[config.mk]
export PLATFORM = sky130hd
export DESIGN_NAME = flash_wstat_gen
export DESIGN_NICKNAME = d
export VERILOG_FILES = /design/src/rtl/flash_wstat_pkg.sv /design/src/rtl/wstat_timer.sv /design/src/rtl/wstat_toggle.sv /design/src/rtl/wstat_array.sv /design/src/rtl/flash_wstat_gen.sv
export SDC_FILE = /design/constraint.sdc
export NUM_CORES = 1
export LEC_CHECK = 0
export BUFFER_PORTS_ARGS = -buffer_cell sky130_fd_sc_hd__buf_4
export CAP_MARGIN = 10
export CELL_PAD_IN_SITES_DETAIL_PLACEMENT = 0
export CELL_PAD_IN_SITES_GLOBAL_PLACEMENT = 1
export CORE_UTILIZATION = 45
export CTS_CLUSTER_DIAMETER = 120
export DETAILED_ROUTE_END_ITERATION = 8
export MAX_ROUTING_LAYER = met4
export PLACE_DENSITY_LB_ADDON = 0.1
export SYNTH_ARGS = -nofsm -noshare
export SYNTH_HDL_FRONTEND = slang
export SYNTH_HIERARCHICAL = 1
export SYNTH_SLANG_ARGS = --single-unit
export TNS_END_PERCENT = 100
[constraint.sdc]
create_clock -name clk_i -period 2.55 [get_ports clk_i]
set_input_delay 0.51 -clock clk_i [delete_from_list [all_inputs] [get_ports clk_i]]
set_output_delay 0.51 -clock clk_i [all_outputs]
set_load 0.01 [all_outputs]
[src/rtl/flash_wstat_pkg.sv]
package flash_wstat_pkg;
  typedef enum logic {
    OP_PROG  = 1'b0,
    OP_ERASE = 1'b1
  } wop_e;
endpackage

[src/rtl/wstat_timer.sv]
module wstat_timer #(
  parameter int CNT_W = 8
) (
  input  logic             clk_i,
  input  logic             rst_ni,
  input  logic             load_i,
  input  logic [CNT_W-1:0] len_i,
  output logic             busy_o,
  output logic [CNT_W-1:0] cnt_o,
  output logic             done_o
);
  logic             busy_q;
  logic [CNT_W-1:0] cnt_q;

  always_ff @(posedge clk_i or negedge rst_ni) begin
    if (!rst_ni) begin
      busy_q <= 1'b0;
      cnt_q  <= '0;
    end else if (load_i && !busy_q) begin
      busy_q <= 1'b1;
      cnt_q  <= len_i;
    end else if (busy_q) begin
      if (cnt_q == '0) busy_q <= 1'b0;
      else             cnt_q  <= cnt_q - 1'b1;
    end
  end

  assign busy_o = busy_q;
  assign cnt_o  = cnt_q;
  assign done_o = busy_q && (cnt_q == '0);
endmodule

[src/rtl/wstat_toggle.sv]
module wstat_toggle (
  input  logic clk_i,
  input  logic rst_ni,
  input  logic clear_i,
  input  logic step_i,
  output logic tog_o
);
  logic tog_q;

  always_ff @(posedge clk_i or negedge rst_ni) begin
    if (!rst_ni)      tog_q <= 1'b0;
    else if (clear_i) tog_q <= 1'b0;
    else if (step_i)  tog_q <= ~tog_q;
  end

  assign tog_o = tog_q;
endmodule

[src/rtl/wstat_array.sv]
module wstat_array #(
  parameter int ADDR_W = 4,
  parameter int DATA_W = 8
) (
  input  logic              clk_i,
  input  logic              rst_ni,
  input  logic              commit_i,
  input  logic              erase_i,
  input  logic [ADDR_W-1:0] waddr_i,
  input  logic [DATA_W-1:0] wdata_i,
  input  logic [ADDR_W-1:0] raddr_i,
  output logic [DATA_W-1:0] rdata_o
);
  localparam int DEPTH = 1 << ADDR_W;

  logic [DATA_W-1:0] mem_q [DEPTH];

  always_ff @(posedge clk_i or negedge rst_ni) begin
    if (!rst_ni) begin
      for (int i = 0; i < DEPTH; i++) mem_q[i] <= '1;
    end else if (commit_i) begin
      for (int i = 0; i < DEPTH; i++) begin
        if (erase_i)                              mem_q[i] <= '1;
        else if (waddr_i == ADDR_W'(i))           mem_q[i] <= wdata_i;
      end
    end
  end

  assign rdata_o = mem_q[raddr_i];
endmodule

[src/rtl/flash_wstat_gen.sv]
module flash_wstat_gen
  import flash_wstat_pkg::*;
#(
  parameter int ADDR_W = 4,
  parameter int DATA_W = 8,
  parameter int CNT_W  = 8
) (
  input  logic              clk_i,
  input  logic              rst_ni,
  input  logic              prog_start_i,
  input  logic [ADDR_W-1:0] prog_addr_i,
  input  logic [DATA_W-1:0] prog_data_i,
  input  logic              erase_start_i,
  input  logic [CNT_W-1:0]  busy_len_i,
  input  logic              rd_en_i,
  input  logic [ADDR_W-1:0] rd_addr_i,
  output logic [DATA_W-1:0] rd_data_o,
  output logic              busy_o
);
  localparam int POL_B = DATA_W - 1;
  localparam int TOG_B = DATA_W - 2;

  logic              busy, done, tog, accept;
  logic [CNT_W-1:0]  cnt;
  logic [DATA_W-1:0] arr_rdata, rd_q;
  logic [ADDR_W-1:0] pend_addr_q;
  logic [DATA_W-1:0] pend_data_q;
  wop_e              op_q;

  assign accept = (prog_start_i || erase_start_i) && !busy;

  wstat_timer #(.CNT_W(CNT_W)) timer_i (
    .clk_i (clk_i), .rst_ni(rst_ni), .load_i(prog_start_i || erase_start_i),
    .len_i (busy_len_i), .busy_o(busy), .cnt_o(cnt), .done_o(done)
  );

  wstat_toggle toggle_i (
    .clk_i (clk_i), .rst_ni(rst_ni), .clear_i(accept),
    .step_i(rd_en_i && busy), .tog_o(tog)
  );

  wstat_array #(.ADDR_W(ADDR_W), .DATA_W(DATA_W)) array_i (
    .clk_i  (clk_i), .rst_ni(rst_ni), .commit_i(done),
    .erase_i(op_q == OP_ERASE), .waddr_i(pend_addr_q), .wdata_i(pend_data_q),
    .raddr_i(rd_addr_i), .rdata_o(arr_rdata)
  );

  // erase wins when both starts coincide
  always_ff @(posedge clk_i or negedge rst_ni) begin
    if (!rst_ni) begin
      op_q        <= OP_PROG;
      pend_addr_q <= '0;
      pend_data_q <= '0;
    end else if (accept) begin
      op_q        <= erase_start_i ? OP_ERASE : OP_PROG;
      pend_addr_q <= prog_addr_i;
      pend_data_q <= prog_data_i;
    end
  end

  always_ff @(posedge clk_i or negedge rst_ni) begin
    if (!rst_ni) begin
      rd_q <= '0;
    end else if (rd_en_i) begin
      if (busy) begin
        rd_q        <= arr_rdata;
        rd_q[POL_B] <= (op_q == OP_PROG) ? ~pend_data_q[POL_B] : 1'b0;
        rd_q[TOG_B] <= tog;
      end else begin
        rd_q <= arr_rdata;
      end
    end
  end

  assign rd_data_o = rd_q;
  assign busy_o    = busy;
endmodule

==> results of run 1 <==
==> layer usage <==
| layer | GRT usage (%) | share of wire, % | vias to the layer above | routed length [um] |
|---|---|---|---|---|
| met5 | - | 0 | - | 0 |
| met4 | 6.37 | 1.1 | 0 | 185 |
| met3 | 3.93 | 2.3 | 14 | 393 |
| met2 | 33.8 | 50 | 60 | 8370 |
| met1 | 28.2 | 47 | 2332 | 7880 |
| li1 | - | - | 1993 | - |
==> synth_stat cells, types with 10 or more instances <==
library cell,instances,area share [%]
sky130_fd_sc_hd__mux2_2,136,19
sky130_fd_sc_hd__dfstp_2,128,43
sky130_fd_sc_hd__dfrtp_1,31,9.8
sky130_fd_sc_hd__a22oi_1,20,1.9
sky130_fd_sc_hd__mux4_1,18,6.0
sky130_fd_sc_hd__o21a_1,16,1.5
sky130_fd_sc_hd__mux4_2,13,3.7
sky130_fd_sc_hd__buf_4,12,1.1
sky130_fd_sc_hd__buf_2,11,0.70
sky130_fd_sc_hd__buf_6,10,1.4
sky130_fd_sc_hd__clkbuf_1,10,0.48
==> power groups by stage <==
| stage | Clock (W) | Combinational [W] | Sequential, W |
|---|---|---|---|
| 4_1_cts | 0.00263 | 0.00262 | 0.00472 |
| 5_1_grt | 0.00275 | 0.00285 | 0.00488 |
| 6_report | 0.00257 | 0.00259 | 0.00471 |
| 3_5_place_dp | 0 | 0.00262 | 0.00475 |
| 2_1_floorplan | 0 | 0.00216 | 0.00444 |
| 3_3_place_gp | 0 | 0.00254 | 0.00471 |
==> through the flow <==
step	hold WS [ns]	utilization [%]	total power, W
floorplan	0.214	-	0.00660
global placement	0.443	48.1	0.00724
detailed placement	0.449	48.1	0.00737
CTS	0.292	51.6	0.00998
global route	0.293	51.6	0.0105
finish	0.308	51.6	0.00987
==> layout by cell type (no fill, tap or decap), drive strengths merged, types with 2 or more instances in the layout <==
| master | netlist | layout |
|---|---|---|
| bufinv | 0 | 2 |
| and2 | 3 | 3 |
| dfstp | 128 | 128 |
| nand2b | 4 | 4 |
| nor4bb | 2 | 2 |
| clkinv | 0 | 3 |
| or2 | 9 | 9 |
| and4bb | 4 | 4 |
| o21a | 16 | 16 |
| a211oi | 3 | 3 |
| buf | 38 | 58 |
| a21oi | 5 | 5 |
| mux4 | 32 | 32 |
| nor2 | 9 | 9 |
| dfrtp | 31 | 31 |
| inv | 6 | 12 |
| and4b | 4 | 4 |
| clkbuf | 12 | 18 |
| nor4b | 4 | 4 |
| a22oi | 20 | 20 |
| mux2 | 146 | 146 |
| a31oi | 2 | 2 |
| nor2b | 4 | 4 |
| clkinvlp | 0 | 3 |
| nor3 | 2 | 2 |
| o22ai | 2 | 2 |
| ha | 2 | 2 |
| o21ai | 8 | 8 |
| xnor2 | 2 | 2 |
| nand2 | 10 | 10 |
==> logic make-up after synthesis <==
| logic type | Yosys count | share of synthesized area (%) |
|---|---|---|
| xor gates and xnor gates | 2 | 0.222 |
| and+or+nand+nor | 61 | 5.15 |
| muxes | 179 | 31.4 |
| buffers and inverters | 59 | 4.77 |
| adders and majority gates | 2 | 0.317 |
| DFF | 159 | 52.4 |
| AOI/OAI and AO/OA | 61 | 5.71 |
==> final timing paths <==
check	from	to	slack [ns]	depth (start not counted)
max	timer_i/cnt_o[3]	array_i/mem_q[79]	0.26	5
max in group asynchronous	rst_ni	array_i/mem_q[109]	1.27	3
min in group asynchronous	rst_ni	timer_i/cnt_o[1]	0.56	2
max reg2reg	timer_i/cnt_o[3]	array_i/mem_q[79]	0.26	5
min reg2reg	pend_data_q[6]	pend_data_q[6]	0.51	1
min	prog_data_i[3]	pend_data_q[3]	0.31	2
==> worst max-delay path, delay by kind of cell (launching register included) <==
family	cells	cell delay, ns
mux	1	0.40
buf+inv	1	0.24
simple gates	2	0.70
compound gates	1	0.45
flops	1	0.43
==> sequential cells by signal (all words and copies together), names as in the netlist <==
register	cells
rd_data_o	8
op_q	1
array_i/mem_q	128
timer_i/busy_o	1
pend_addr_q	4
timer_i/cnt_o	8
pend_data_q	8
toggle_i/tog_o	1
==> cell type report <==
type	count	area, um^2
Fill cell	1454	8350
Sequential cell	159	4140
Multi-Input combinational cell	305	3380
Timing Repair Buffer	59	474
Clock buffer	18	439
Tap cell	225	282
Clock inverter	14	154
Inverter	6	22.5
==> what timing repair did <==
action	in CTS	in global routing
hold endpoints to repair	25	0
endpoints found under the setup margin	0	0
hold buffers	1	0
==> flow_metrics.env, run 1 <==
export IMPL_worstSetupEndpointType="flip-flop"
export IMPL_timing_final_crit_period_ns=2.29
export IMPL_timing_fmax_mhz=437
export IMPL_pin_count_of_the_biggest_net_entering_global_routing=67
export IMPL_outcome="finished, final reports clean"
export IMPL_final_setup_worst_slack_ns=0.264
export IMPL_stdcell_count=786
export IMPL_die_w_um=134
export IMPL_area_growth_pct=12.6
export IMPL_final_area_mm2=0.00889
export IMPL_total_standard_cell_area_after_synthesis_mm2=0.00789
export IMPL_max_cap_violations=0
export IMPL_worst_path_max_delay_cell="sky130_fd_sc_hd__or4_4"
export IMPL_ir_worst_vdd_v=0.000621
export IMPL_synth_fp_nets=554
export IMPL_floorplan_die_area_mm2=0.0181
export IMPL_timing_max_slew_rel_slack_pct=49.2
export IMPL_design_portCount=38
export IMPL_placement_cell_area_mm2=0.00829
export IMPL_path_cells="or4_4 -> nor2_1 -> buf_4 -> o21a_1 -> mux2_2"
export IMPL_cts_repair_timing_setup_buffer_count=0
export IMPL_sequentialPowerShare_pct=47.7
export IMPL_cts_num_sinks=159
export IMPL_overflow=0
export IMPL_worst_pin_slew_ns=0.762
export IMPL_dp_cells=753
export IMPL_worst_path_largest_cell_delay_ns=0.57
export IMPL_wire_length_of_the_first_global_routing_pass_um=27500
export IMPL_cts_resized=0
export IMPL_grt_overall_usage_pct=21.4
export IMPL_port_buffers=37
export IMPL_via_count_of_the_first_global_routing_pass=4745
export IMPL_clock_tree_buffer_depth=2
export IMPL_fin_crit_sh_pct=89.7
export IMPL_clock_network_power_share_pct=26.1
export IMPL_syn_instance_count=523
export IMPL_maximum_fanout_count_along_the_critical_path=17
export IMPL_timing_max_transition_violations_final=0
export IMPL_final_setup_viol_count=0
export IMPL_worstHoldPathType="primary input to flip-flop"
export IMPL_vias=4399
export IMPL_cellPowerDensity_mw_per_mm2=1110
export IMPL_ys_seq_area_share_pct=52.4
export IMPL_combinational_group_share_of_total_power_pct=26.2
export IMPL_antenna_diode_count=0
export IMPL_rsz0062_at_grt="false"
export IMPL_worst_ep_arrival_time_ns=2.65
export IMPL_postRouteAntennaNets=0
export IMPL_cts_htree_levels=4
export IMPL_worst_ep_required_time_ns=2.91
export IMPL_route_final_wire_length_um=16800
export IMPL_placement_rows=48
export IMPL_fp_dieH_um=134
export IMPL_swShare_pct=29.2
export IMPL_commonest_register_cell_after_synthesis="sky130_fd_sc_hd__dfstp_2"
export IMPL_avgRoutedWirePerCell_um=21.4
export IMPL_total_leakage_power_nw=3.73
export IMPL_dpl_wire_length_um=11100
export IMPL_initial_utilization_pct=45.8
export IMPL_layout_nets=579
export IMPL_critical_path_startpoint_type="flip-flop"
export IMPL_path_clk_slew_ns=0.07
export IMPL_avgViaCountPerCell=5.60
export IMPL_coreArea_mm2=0.0172
export IMPL_layout_drive_gt1_share_pct=69.7
export IMPL_postSynthAreaPerCell_um2=15.1
export IMPL_antenna_found_initial=0
export IMPL_drt_pass1_iter_count=5
export IMPL_fin_tns_setup_ns=0
export IMPL_finalWeightedCongestion=0.749
export IMPL_setup_slack_placement_ns=0.133
export IMPL_synth_ff_latch_count=159
export IMPL_net_switching_power_w=0.00288
export IMPL_detail_route_drc_violations=0
export IMPL_drt_iter0_drc=279
export IMPL_synth_distinct_cells=52
export IMPL_internal_power_w=0.00699
export IMPL_cts_made_buffers=17
export IMPL_hold_violations=0
export IMPL_timing_clock_skew_ns=0.00881
export IMPL_tritoncts="built"
export IMPL_cts_root_buf="sky130_fd_sc_hd__clkbuf_16"
export IMPL_synth_async_reset_ratio_pct=100
export IMPL_critical_path_class="flip-flop to flip-flop"
export IMPL_number_of_enable_flip_flop_cells_after_synthesis=0
export IMPL_yosys_warnings=6
export IMPL_worstSkewPairLatency_ns=0.43
No activity file was read; power rests on OpenSTA's default activity.
==> inputs of run 2 (changes only) <==
--- a/config.mk
+++ b/config.mk
@@ -5,11 +5,11 @@
 export SDC_FILE = /design/constraint.sdc
 export NUM_CORES = 1
 export LEC_CHECK = 0
-export BUFFER_PORTS_ARGS = -buffer_cell sky130_fd_sc_hd__buf_4
+export BUFFER_PORTS_ARGS = -buffer_cell sky130_fd_sc_hd__buf_2
 export CAP_MARGIN = 10
 export CELL_PAD_IN_SITES_DETAIL_PLACEMENT = 0
 export CELL_PAD_IN_SITES_GLOBAL_PLACEMENT = 1
-export CORE_UTILIZATION = 45
+export CORE_UTILIZATION = 51
 export CTS_CLUSTER_DIAMETER = 120
 export DETAILED_ROUTE_END_ITERATION = 8
 export MAX_ROUTING_LAYER = met4
==> constraint.sdc (replaced) <==
create_clock -name clk_i -period 2.6 [get_ports clk_i]
set_input_delay 0.52 -clock clk_i [delete_from_list [all_inputs] [get_ports clk_i]]
set_output_delay 0.52 -clock clk_i [all_outputs]
set_load 0.01 [all_outputs]
==> flow_metrics.env, run 2 (synthesis gave the netlist of run 1 again) <==
export IMPL_outcome="finished, final reports clean"
export IMPL_setup_slack_placement_ns=0.267
export IMPL_final_setup_worst_slack_ns=0.275
export IMPL_mostFrequentLayoutCells="sky130_fd_sc_hd__mux2_2, sky130_fd_sc_hd__dfstp_2, sky130_fd_sc_hd__buf_2, sky130_fd_sc_hd__dfrtp_1, sky130_fd_sc_hd__a22oi_1"
export IMPL_fin_tns_setup_ns=0
export IMPL_initial_utilization_pct=52.1
export IMPL_layout_nets=572
export IMPL_cts_made_buffers=17
export IMPL_worstSkewPairLatency_ns=0.43
export IMPL_detail_route_drc_violations=0
export IMPL_timing_clock_skew_ns=0.0119
export IMPL_cts_repair_timing_setup_buffer_count=0
export IMPL_antenna_diode_count=0
export IMPL_worstHoldPathType="primary input to asynchronous set/reset pin"
export IMPL_placement_rows=45
export IMPL_timing_max_transition_violations_final=0
export IMPL_path_clk_slew_ns=0.06
export IMPL_crit_reg2reg_launch="timer_i/cnt_o[3]"
export IMPL_critical_path_class="flip-flop to flip-flop"
export IMPL_timing_fmax_mhz=430
export IMPL_worst_ep_arrival_time_ns=2.67
export IMPL_avgViaCountPerCell=5.84
export IMPL_drt_iter0_drc=226
export IMPL_ir_worst_vdd_v=0.000789
export IMPL_pin_count_of_the_biggest_net_entering_global_routing=59
export IMPL_tritoncts="built"
export IMPL_timing_rr_end="array_i/mem_q[114]"
export IMPL_clock_tree_buffer_depth=2
export IMPL_coreArea_mm2=0.0151
export IMPL_hold_violations=0
export IMPL_postRouteAntennaNets=0
export IMPL_antenna_found_initial=0
export IMPL_route_final_wire_length_um=15900
export IMPL_cts_resized=0
export IMPL_wire_length_of_the_first_global_routing_pass_um=26100
export IMPL_die_w_um=126
export IMPL_worst_pin_slew_ns=0.775
export IMPL_finalWeightedCongestion=0.773
export IMPL_dp_cells=710
export IMPL_cellPowerDensity_mw_per_mm2=1130
export IMPL_timing_final_crit_period_ns=2.32
export IMPL_dpl_wire_length_um=10700
export IMPL_timing_critical_path_from="timer_i/cnt_o[3]"
export IMPL_port_buffers=37
export IMPL_rsz0062_at_grt="false"
export IMPL_max_cap_violations=0
export IMPL_stdcell_count=741
export IMPL_avgRoutedWirePerCell_um=21.4
export IMPL_cts_num_sinks=159
export IMPL_timing_max_slew_rel_slack_pct=48.3
export IMPL_power_total_w=0.00986
export IMPL_layout_cells_most_common="sky130_fd_sc_hd__mux2_2"
export IMPL_worst_r2r_path_depth=5
export IMPL_final_core_util_pct=57.8
export IMPL_area_growth_pct=10.9
export IMPL_drt_pass1_iter_count=4
export IMPL_cts_hold_buffers=0
export IMPL_via_count_of_the_first_global_routing_pass=4573
export IMPL_rrSetupSlack_ns=0.28
export IMPL_fin_crit_sh_pct=89.4
export IMPL_cts_htree_levels=4
export IMPL_worst_ep_required_time_ns=2.95
export IMPL_critical_path_startpoint_type="flip-flop"
export IMPL_design_portCount=38
export IMPL_fp_dieH_um=126
export IMPL_vias=4331
export IMPL_layout_drive_gt1_share_pct=69.1
export IMPL_worstSetupEndpointType="flip-flop"
export IMPL_floorplan_die_area_mm2=0.0160
export IMPL_largest_register_ffs=128
export IMPL_register_with_the_most_flip_flops="array_i/mem_q"
export IMPL_overflow=0
export IMPL_grt_overall_usage_pct=22.6
export IMPL_final_setup_viol_count=0
export IMPL_maximum_fanout_count_along_the_critical_path=17
export IMPL_cts_root_buf="sky130_fd_sc_hd__clkbuf_16"
export IMPL_total_leakage_power_nw=3.70
export IMPL_cp_endpoint="array_i/mem_q[114]"
-- run 2: cell types whose count changed in the layout (fill, tap and decap cells not counted), sizes merged --
cell | previous run | this run
dlygate4sd3 | 1 | 0
clkinv | 3 | 5
inv | 12 | 7
clkinvlp | 3 | 0
buf | 58 | 52
clkbuf | 18 | 19
bufinv | 2 | 6
-- run 2: critical path: stages, from the launching register on --
cell and delay [ns]:
sky130_fd_sc_hd__dfrtp_1 0.43, sky130_fd_sc_hd__or4_4 0.57, sky130_fd_sc_hd__nor2_1 0.13, sky130_fd_sc_hd__buf_4 0.23
sky130_fd_sc_hd__o21a_1 0.48, sky130_fd_sc_hd__mux2_2 0.40
-- run 2: metal layers --
metal	global-route usage, %	vias to the layer above	routed length [um]
li1	-	1981	-
met1	30.6	2289	7630
met2	34.9	43	7790
met3	4.39	18	290
met5	-	-	0
met4	6.17	0	166
-- run 2: power breakdown --
| part | total (W) | internal, W | switching [W] | leakage [nW] |
|---|---|---|---|---|
| registers | 0.00462 | 0.00396 | 0.000660 | 1.70 |
| clock network | 0.00276 | 0.00179 | 0.000971 | 0.321 |
| logic | 0.00248 | 0.00141 | 0.00107 | 1.68 |
| total | 0.00986 | 0.00715 | 0.00270 | 3.70 |
-- run 2: how the worst min path moves through the flow --
stage	from	to	slack [ns]	depth (start not counted)
floorplan	rst_ni	op_q	0.22	0
global placement	rd_data_o[3]	rd_data_o[3]	0.49	1
detailed placement	pend_data_q[0]	pend_data_q[0]	0.49	1
CTS	rst_ni	timer_i/cnt_o[1]	0.08	1
global route	rst_ni	timer_i/cnt_o[1]	0.1	1
finish	rst_ni	timer_i/cnt_o[1]	0.06	1
-- run 2: cell type report --
type	count	area (um^2)
fillers	1202	6390
multi-input cells	305	3380
clock buffers	19	433
inverters	6	22.5
clock inverters	12	218
flip-flops and latches	159	4140
well taps	188	235
repair buffers	52	329
-- run 2: per-stage QoR --
step                hold slack (ns)  cell area [um^2]
floorplan                     0.224              7890
global placement              0.485              8100
detailed placement            0.485              8100
CTS                          0.0752              8750
global route                 0.0992              8750
finish                       0.0643              8750
